==> config.mk <==
export PLATFORM = sky130hd
export DESIGN_NAME = burst_addr_gen
export DESIGN_NICKNAME = d
export VERILOG_FILES = /design/src/rtl/burst_pkg.sv /design/src/rtl/burst_offset_calc.sv /design/src/rtl/burst_beat_ctr.sv /design/src/rtl/burst_addr_gen.sv
export SDC_FILE = /design/constraint.sdc
export NUM_CORES = 1
export LEC_CHECK = 0
export BUFFER_PORTS_ARGS = -buffer_cell sky130_fd_sc_hd__buf_2
export CORE_MARGIN = 2
export CORE_UTILIZATION = 30
export DETAILED_ROUTE_END_ITERATION = 10
export PLACE_DENSITY = 0.49
export SLEW_MARGIN = 5
export SYNTH_ARGS = -nofsm -noshare
export SYNTH_HDL_FRONTEND = slang
export SYNTH_SLANG_ARGS = --single-unit
==> constraint.sdc <==
create_clock -name clk -period 1.5 [get_ports clk]
set_input_delay 0.075 -clock clk [delete_from_list [all_inputs] [get_ports clk]]
set_output_delay 0.075 -clock clk [all_outputs]
set_load 0.005 [all_outputs]
==> src/rtl/burst_pkg.sv <==
package burst_pkg;

    typedef enum logic {
        ORDER_LINEAR     = 1'b0,
        ORDER_INTERLEAVE = 1'b1
    } burst_order_e;

endpackage

==> src/rtl/burst_offset_calc.sv <==
module burst_offset_calc
    import burst_pkg::*;
#(
    parameter int CNT_W = 2
) (
    input  logic [CNT_W-1:0] start_off,
    input  logic [CNT_W-1:0] beat,
    input  burst_order_e     order,
    output logic [CNT_W-1:0] offs
);

    logic [CNT_W-1:0] lin_offs;
    logic [CNT_W-1:0] ilv_offs;

    // Linear: add and let the carry fall off the top (wrap in block).
    assign lin_offs = start_off + beat;

    // Interleaved: per-bit XOR, one gate per bit.
    genvar gi;
    generate
        for (gi = 0; gi < CNT_W; gi++) begin : g_ilv
            assign ilv_offs[gi] = start_off[gi] ^ beat[gi];
        end
    endgenerate

    always_comb begin
        offs = (order == ORDER_INTERLEAVE) ? ilv_offs : lin_offs;
    end

endmodule

==> src/rtl/burst_beat_ctr.sv <==
module burst_beat_ctr #(
    parameter int CNT_W = 2
) (
    input  logic             clk,
    input  logic             rst_n,
    input  logic             en,
    input  logic             clear,
    input  logic             step,
    output logic [CNT_W-1:0] beat_q,
    output logic [CNT_W-1:0] beat_nxt
);

    typedef struct packed {
        logic [CNT_W-1:0] beat;
    } ctr_s;

    ctr_s st_d, st_q;

    assign beat_nxt = CNT_W'(st_q.beat + 1'b1);

    always_comb begin
        st_d = st_q;
        if (en) begin
            if (clear)     st_d.beat = '0;
            else if (step) st_d.beat = beat_nxt;
        end
    end

    always_ff @(posedge clk or negedge rst_n) begin
        if (!rst_n) st_q <= '0;
        else        st_q <= st_d;
    end

    assign beat_q = st_q.beat;

    assert_step_wraps_R3: assert property (@(posedge clk) disable iff (!rst_n)
        (en && !clear && step) |=> (beat_q == CNT_W'($past(beat_q) + 1'b1)));

    assert_clear_zero_R2: assert property (@(posedge clk) disable iff (!rst_n)
        (en && clear) |=> (beat_q == '0));

endmodule

==> src/rtl/burst_addr_gen.sv <==
module burst_addr_gen
    import burst_pkg::*;
#(
    parameter int ADDR_W = 17,
    parameter int CNT_W  = 2
) (
    input  logic              clk,
    input  logic              rst_n,
    input  logic              clk_en_n,
    input  logic              advance,
    input  logic [ADDR_W-1:0] ext_addr,
    input  logic              interleave,
    output logic [ADDR_W-1:0] addr_o
);

    localparam int UP_W = ADDR_W - CNT_W;

    typedef struct packed {
        logic [ADDR_W-1:0] base;
        burst_order_e      order;
        logic [ADDR_W-1:0] addr;
    } gen_s;

    gen_s st_d, st_q;

    logic             en;
    logic             do_load;
    logic             do_step;
    logic [CNT_W-1:0] beat_q;
    logic [CNT_W-1:0] beat_nxt;
    logic [CNT_W-1:0] offs_nxt;

    assign en      = !clk_en_n;
    assign do_load = en && !advance;
    assign do_step = en && advance;

    burst_beat_ctr #(.CNT_W(CNT_W)) u_ctr (
        .clk      (clk),
        .rst_n    (rst_n),
        .en       (en),
        .clear    (!advance),
        .step     (advance),
        .beat_q   (beat_q),
        .beat_nxt (beat_nxt)
    );

    burst_offset_calc #(.CNT_W(CNT_W)) u_offs (
        .start_off (st_q.base[CNT_W-1:0]),
        .beat      (beat_nxt),
        .order     (st_q.order),
        .offs      (offs_nxt)
    );

    always_comb begin
        st_d = st_q;
        if (do_load) begin
            st_d.base  = ext_addr;
            st_d.order = burst_order_e'(interleave);
            st_d.addr  = ext_addr;
        end else if (do_step) begin
            st_d.addr  = {st_q.base[ADDR_W-1:CNT_W], offs_nxt};
        end
    end

    always_ff @(posedge clk or negedge rst_n) begin
        if (!rst_n) st_q <= '{base: '0, order: ORDER_LINEAR, addr: '0};
        else        st_q <= st_d;
    end

    assign addr_o = st_q.addr;

    assert_reset_zero_R1: assert property (@(posedge clk)
        !rst_n |=> (addr_o == '0 || !rst_n));

    assert_load_addr_R2: assert property (@(posedge clk) disable iff (!rst_n)
        do_load |=> (addr_o == $past(ext_addr)));

    assert_linear_step_R4: assert property (@(posedge clk) disable iff (!rst_n)
        (do_step && st_q.order == ORDER_LINEAR) |=>
        (CNT_W'(addr_o[CNT_W-1:0] - st_q.base[CNT_W-1:0]) == beat_q));

    assert_interleave_step_R5: assert property (@(posedge clk) disable iff (!rst_n)
        (do_step && st_q.order == ORDER_INTERLEAVE) |=>
        ((addr_o[CNT_W-1:0] ^ st_q.base[CNT_W-1:0]) == beat_q));

    assert_order_kept_R6: assert property (@(posedge clk) disable iff (!rst_n)
        do_step |=> $stable(st_q.order));

    assert_upper_fixed_R7: assert property (@(posedge clk) disable iff (!rst_n)
        do_step |=> (addr_o[ADDR_W-1:CNT_W] == $past(st_q.base[ADDR_W-1:CNT_W])));

    assert_hold_state_R8: assert property (@(posedge clk) disable iff (!rst_n)
        clk_en_n |=> ($stable(addr_o) && $stable(beat_q)));

    initial begin
        assert_width_ok: assert (UP_W >= 1);
    end

endmodule

; ---- Word-level counts from Yosys, hierarchy flattened
; Cells that the tools add are included.
[word_totals]
register_bits = 37
input_bits = 22
output_inout_bits = 17
[op_classes]
n_addsub = 2
n_mux = 4
bitwise = 2
reduce_logical = 5
[op_table]
columns = cell, n
row1 = two-way mux 17 bit, 2
row2 = two-way mux 2 bit, 2
row3 = adder 2 x 1 -> 2 bit (second input constant), 1
row4 = adder 2 bit, 1
row5 = logical AND 1 bit, 2
row6 = logical NOT 1 bit, 2
row7 = nonzero test 2 bit, 1
row8 = bitwise XOR 1 bit, 2

; ---- Depth between registers and ports, before layout
[logic_depth]
word_depth = 5
mapped_depth = 6
depth_no_buf = 6

; ---- By module
; From an unflattened synthesis, not the netlist that was laid out.
[unflattened]
hier_cells = 148
hier_area_um2 = 1811.7
[by_module_without_submodules]
columns = mod, n_inst, cells_per_inst, area_per_inst_um2
row1 = burst_addr_gen, 1, 131, 1655.3
row2 = burst_beat_ctr, 1, 13, 120.1
row3 = burst_offset_calc, 1, 4, 36.3

; ---- Worst setup path after synthesis
; OpenSTA, ideal clock, no wires.
[synth_path]
path_type = reg-to-reg
from = register u_ctr.st_q, in the netlist u_ctr.beat_q[0]
to = register st_q, in the netlist addr_o[1]
t_arrival_ns = 1.224
required_time_ns = 1.369
slack_ns = 0.145
stages_incl_launch_ff = 7
path_buffers = 0
path_cell_list = dfrtp_1 inv_1 ha_1 nor2b_1 xnor3_1 mux2i_1 o21ai_1
[synth_via]
elab_chain_cells = 5
elab_cells_between_ends = 6
[synth_rtl]
columns = element, line
row1 = "start, declared", burst_beat_ctr.sv:17  ; ctr_s st_d, st_q;
row2 = "start signal, assigned", burst_beat_ctr.sv:31  ; else st_q <= st_d;
row3 = adder 2 x 1 -> 2 bit *, burst_beat_ctr.sv:19  ; assign beat_nxt = CNT_W'(st_q.beat + 1'b1);
row4 = adder 2 bit / bitwise XOR 1 bit (equally long branches), "burst_offset_calc.sv:16, burst_offset_calc.sv:22"
row5 = two-way mux 2 bit *, burst_offset_calc.sv:27  ; offs = (order == ORDER_INTERLEAVE) ? ilv_offs : lin_offs;
row6 = two-way mux 17 bit *, burst_addr_gen.sv:60  ; end else if (do_step) begin
row7 = two-way mux 17 bit *, burst_addr_gen.sv:56  ; if (do_load) begin
row8 = "end signal, assigned", burst_addr_gen.sv:66  ; if (!rst_n) st_q <= '{base: '0, order: ORDER_LINEAR, addr: '0};
row9 = "end signal, assigned", burst_addr_gen.sv:67  ; else st_q <= st_d;
row10 = "end, declared", burst_addr_gen.sv:24  ; gen_s st_d, st_q;
; Every way passes the cells marked *; elsewhere a longest branch is shown, timed or not. The select of a mux whose other input is x is not followed.
; A chain may end at the register's enable or synchronous reset.

; ---- Final worst setup path
[layout_path]
from = register st_q[18] (netlist bit)
to = register st_q, in the netlist addr_o[1]
[layout_via]
elab_chain_cells = 4
[layout_rtl]
columns = element, line
row1 = adder 2 bit, burst_offset_calc.sv:16  ; assign lin_offs = start_off + beat;
row2 = two-way mux 2 bit, burst_offset_calc.sv:27
row3 = two-way mux 17 bit, burst_addr_gen.sv:60
row4 = two-way mux 17 bit, burst_addr_gen.sv:56
; Every way passes these cells. The select of a mux whose other input is x is not followed.

==> impl_metrics.tcl <==
set metrics [dict create \
    p_int_mw 2.06 \
    power_leakage_nw 1.00 \
    start_kind "flop" \
    synth_cells 142 \
    grt_antenna_before_repair 0 \
    r2r_start "st_q[18]" \
    io_buffer_count 38 \
    grt_first_pass_wirelength_mm 5.34 \
    dp_hpwl_mm 2.32 \
    grt_max_degree 30 \
    hold_viol_final 0 \
    syn_nets 165 \
    antenna_cells 0 \
    p_sw_mw 0.633 \
    min_path_cells 2 \
    arrival_ps 1550 \
    die_w_um 81.0 \
    period_needed_ps 1380 \
    synth_warnings 0 \
    drc 0 \
    wl_per_cell_um 13.2 \
    vias_per_cell 4.25 \
    die_y_um 81.0 \
    root_buffer "clkbuf_8" \
    max_stage_delay_ps 390 \
    cts_buffers 5 \
    ys_top_cells_by_area "dfrtp_1, mux2i_1, mux2_4" \
    pin_count 39 \
    timing.setup.tns_ps 0 \
    dpl-instance-area_um2 1910 \
    path_class "flop to flop" \
    clock_power_share 0.385 \
    clock_sinks 37 \
    synth_edf_count 0 \
    worst_pin_slew_ps 381 \
    drive_gt1_frac 0.421 \
    drv_cap 0 \
    dp_cells 236 \
    yosys.area.top_type_share 0.521 \
    path_clk_slew_ps 80 \
    worstSetupStartpoint "st_q[18]" \
    required_ps 1670 \
    start_util 0.306 \
    final_nets 193 \
    synth_flop_cell "dfrtp_1" \
    ant_nets 0 \
    crit_slowest_cell "dfrtp_1" \
    rr_worst_depth 5 \
    yosysUniqueCellTypes 19 \
    maxSlewViolCount 0 \
    setup_viol 0 \
    area_growth_pct 16.1 \
    skew_ps 9.67 \
    clk_latency_ps 290 \
    slew_headroom 0.746 \
    dr_total_vias 1045 \
    drt_pre_antenna_iters 3 \
    clock_path_buffers 2 \
    timing.fmax_ghz 0.722 \
    final_cells 246 \
    crit_fanout 2 \
    yosys.cell_count.top_type "dfrtp_1" \
    wl_mm 3.24 \
    grt_use_total 0.108 \
    fin_crit_sh 0.923 \
    cts_max_level 2 \
    powerDensity_nw_per_um2 1310 \
    worstSetupEndpointType "flop" \
    grt_pass1_vias 1110 \
    yosys-top-cells-count "dfrtp_1, nand2_1, buf_4, mux2i_1" \
    seq_area_frac_synth 0.521 \
    min_path_type "primary input to flop" \
    synth_area_per_cell_um2 12.5 \
    p_comb_frac 0.161 \
    vdd.ir_drop.worst_mv 0.515 \
    grt_overflow_total 0 \
    seqPwrFrac 0.453 \
    status "finished clean" \
    gp_congestion 0.731 \
    core.rowCount 28 \
    design_area_um2 2060 \
    synth_seq_cells 37 \
    hold_start "interleave" \
    sw_frac_of_total 0.235 \
    yosys.area.top_type "dfrtp_1" \
    power_mw 2.69 \
    syn_area_um2 1780 \
    die-area_um2 6550 \
    crit_chain "ha_1 > nor2b_2 > xnor3_1 > mux2i_1 > o21ai_1" \
    drtIter0Drc 47 \
    coreArea_um2 5820 \
    postSynth.asyncResetShare 1.00 \
    cts_tree "built" \
    rsz0062_at_grt "no" \
]
## placed cells by master (no fill, tap or decap), drive strengths merged
cell type and n:
buf 44, bufinv 2, clkbuf 5, dfrtp 37, dlygate4sd3 1, ha 1, inv 2, mux2 18
mux2i 17, nand2 18, nand2b 1, nor2 1, nor2b 2, o21ai 19, o31ai 1, xnor2 1
xnor3 1
## power groups by stage
stage                     logic (mW)  registers [mW]  clock network [mW]
after detailed placement       0.436            1.24                   0
final                          0.435            1.22                1.04
after floorplan                0.370            1.22                   0
after global placement         0.422            1.23                   0
after global routing           0.488            1.24                1.10
after CTS                      0.440            1.22                1.07
## flip-flops by register name (all words and copies together) (netlist names)
signal	count
st_q	18
u_ctr.beat_q	2
addr_o	17
## routing by layer
metal  vias up  GRT usage  share of wire
li1        520          -              -
met1       494      0.139           0.48
met2        27      0.172           0.46
met3         4     0.0289          0.050
met4         0     0.0458          0.013
met5         -          0              0
## cell families after synthesis
group                      Yosys count  share of synthesized area
AOI/OAI and AO/OA                   20                     0.0577
buffers and inverters               25                      0.111
and+or+nand+nor                     22                     0.0549
muxes                               35                      0.231
xor gates and xnor gates             2                     0.0176
DFF                                 37                      0.521
adders and majority gates            1                    0.00704
## critical path, delay by kind of cell, from the launching register on
family / cells / cell delay [ps]
flip-flops: 1 / 390
XOR/XNOR: 1 / 320
adder cells (fa/ha/maj): 1 / 190
AND/OR/NAND/NOR: 1 / 160
multiplexers: 1 / 140
AO/OA/AOI/OAI: 1 / 70
## area by class of cell
| type | count | area [um^2] |
|---|---|---|
| inverters | 1 | 3.75 |
| flip-flops and latches | 37 | 926 |
| multi-input cells | 80 | 657 |
| well taps | 75 | 93.8 |
| fillers | 593 | 3750 |
| repair buffers | 45 | 245 |
| clock inverters | 3 | 68.8 |
| clock buffers | 5 | 68.8 |
## final timing paths
kind	to	slack (ps)
setup / recovery	addr_o[1]	120
hold / removal	st_q[17]	20
setup reg to reg	addr_o[1]	120
hold reg to reg	addr_o[10]	490
max in group asynchronous	st_q[28]	690
min in group asynchronous	addr_o[2]	180
## stage by stage
stage / setup WS, ps / hold slack (ps) / utilization
after floorplan: 145 / -221 / -
after global placement: 108 / -67.1 / 0.328
after detailed placement: -7.10 / -68.4 / 0.328
after CTS: 15.8 / 15.8 / 0.353
after global routing: 56.1 / 20.3 / 0.355
final: 116 / 24.5 / 0.355
## repair_timing
action	CTS	global route
hold buffers	1	0
gates resized for setup	1	0
endpoints found under the setup margin	1	1
hold endpoints to repair	21	0
setup buffers	0	1
No activity file was read; power rests on OpenSTA's default activity.
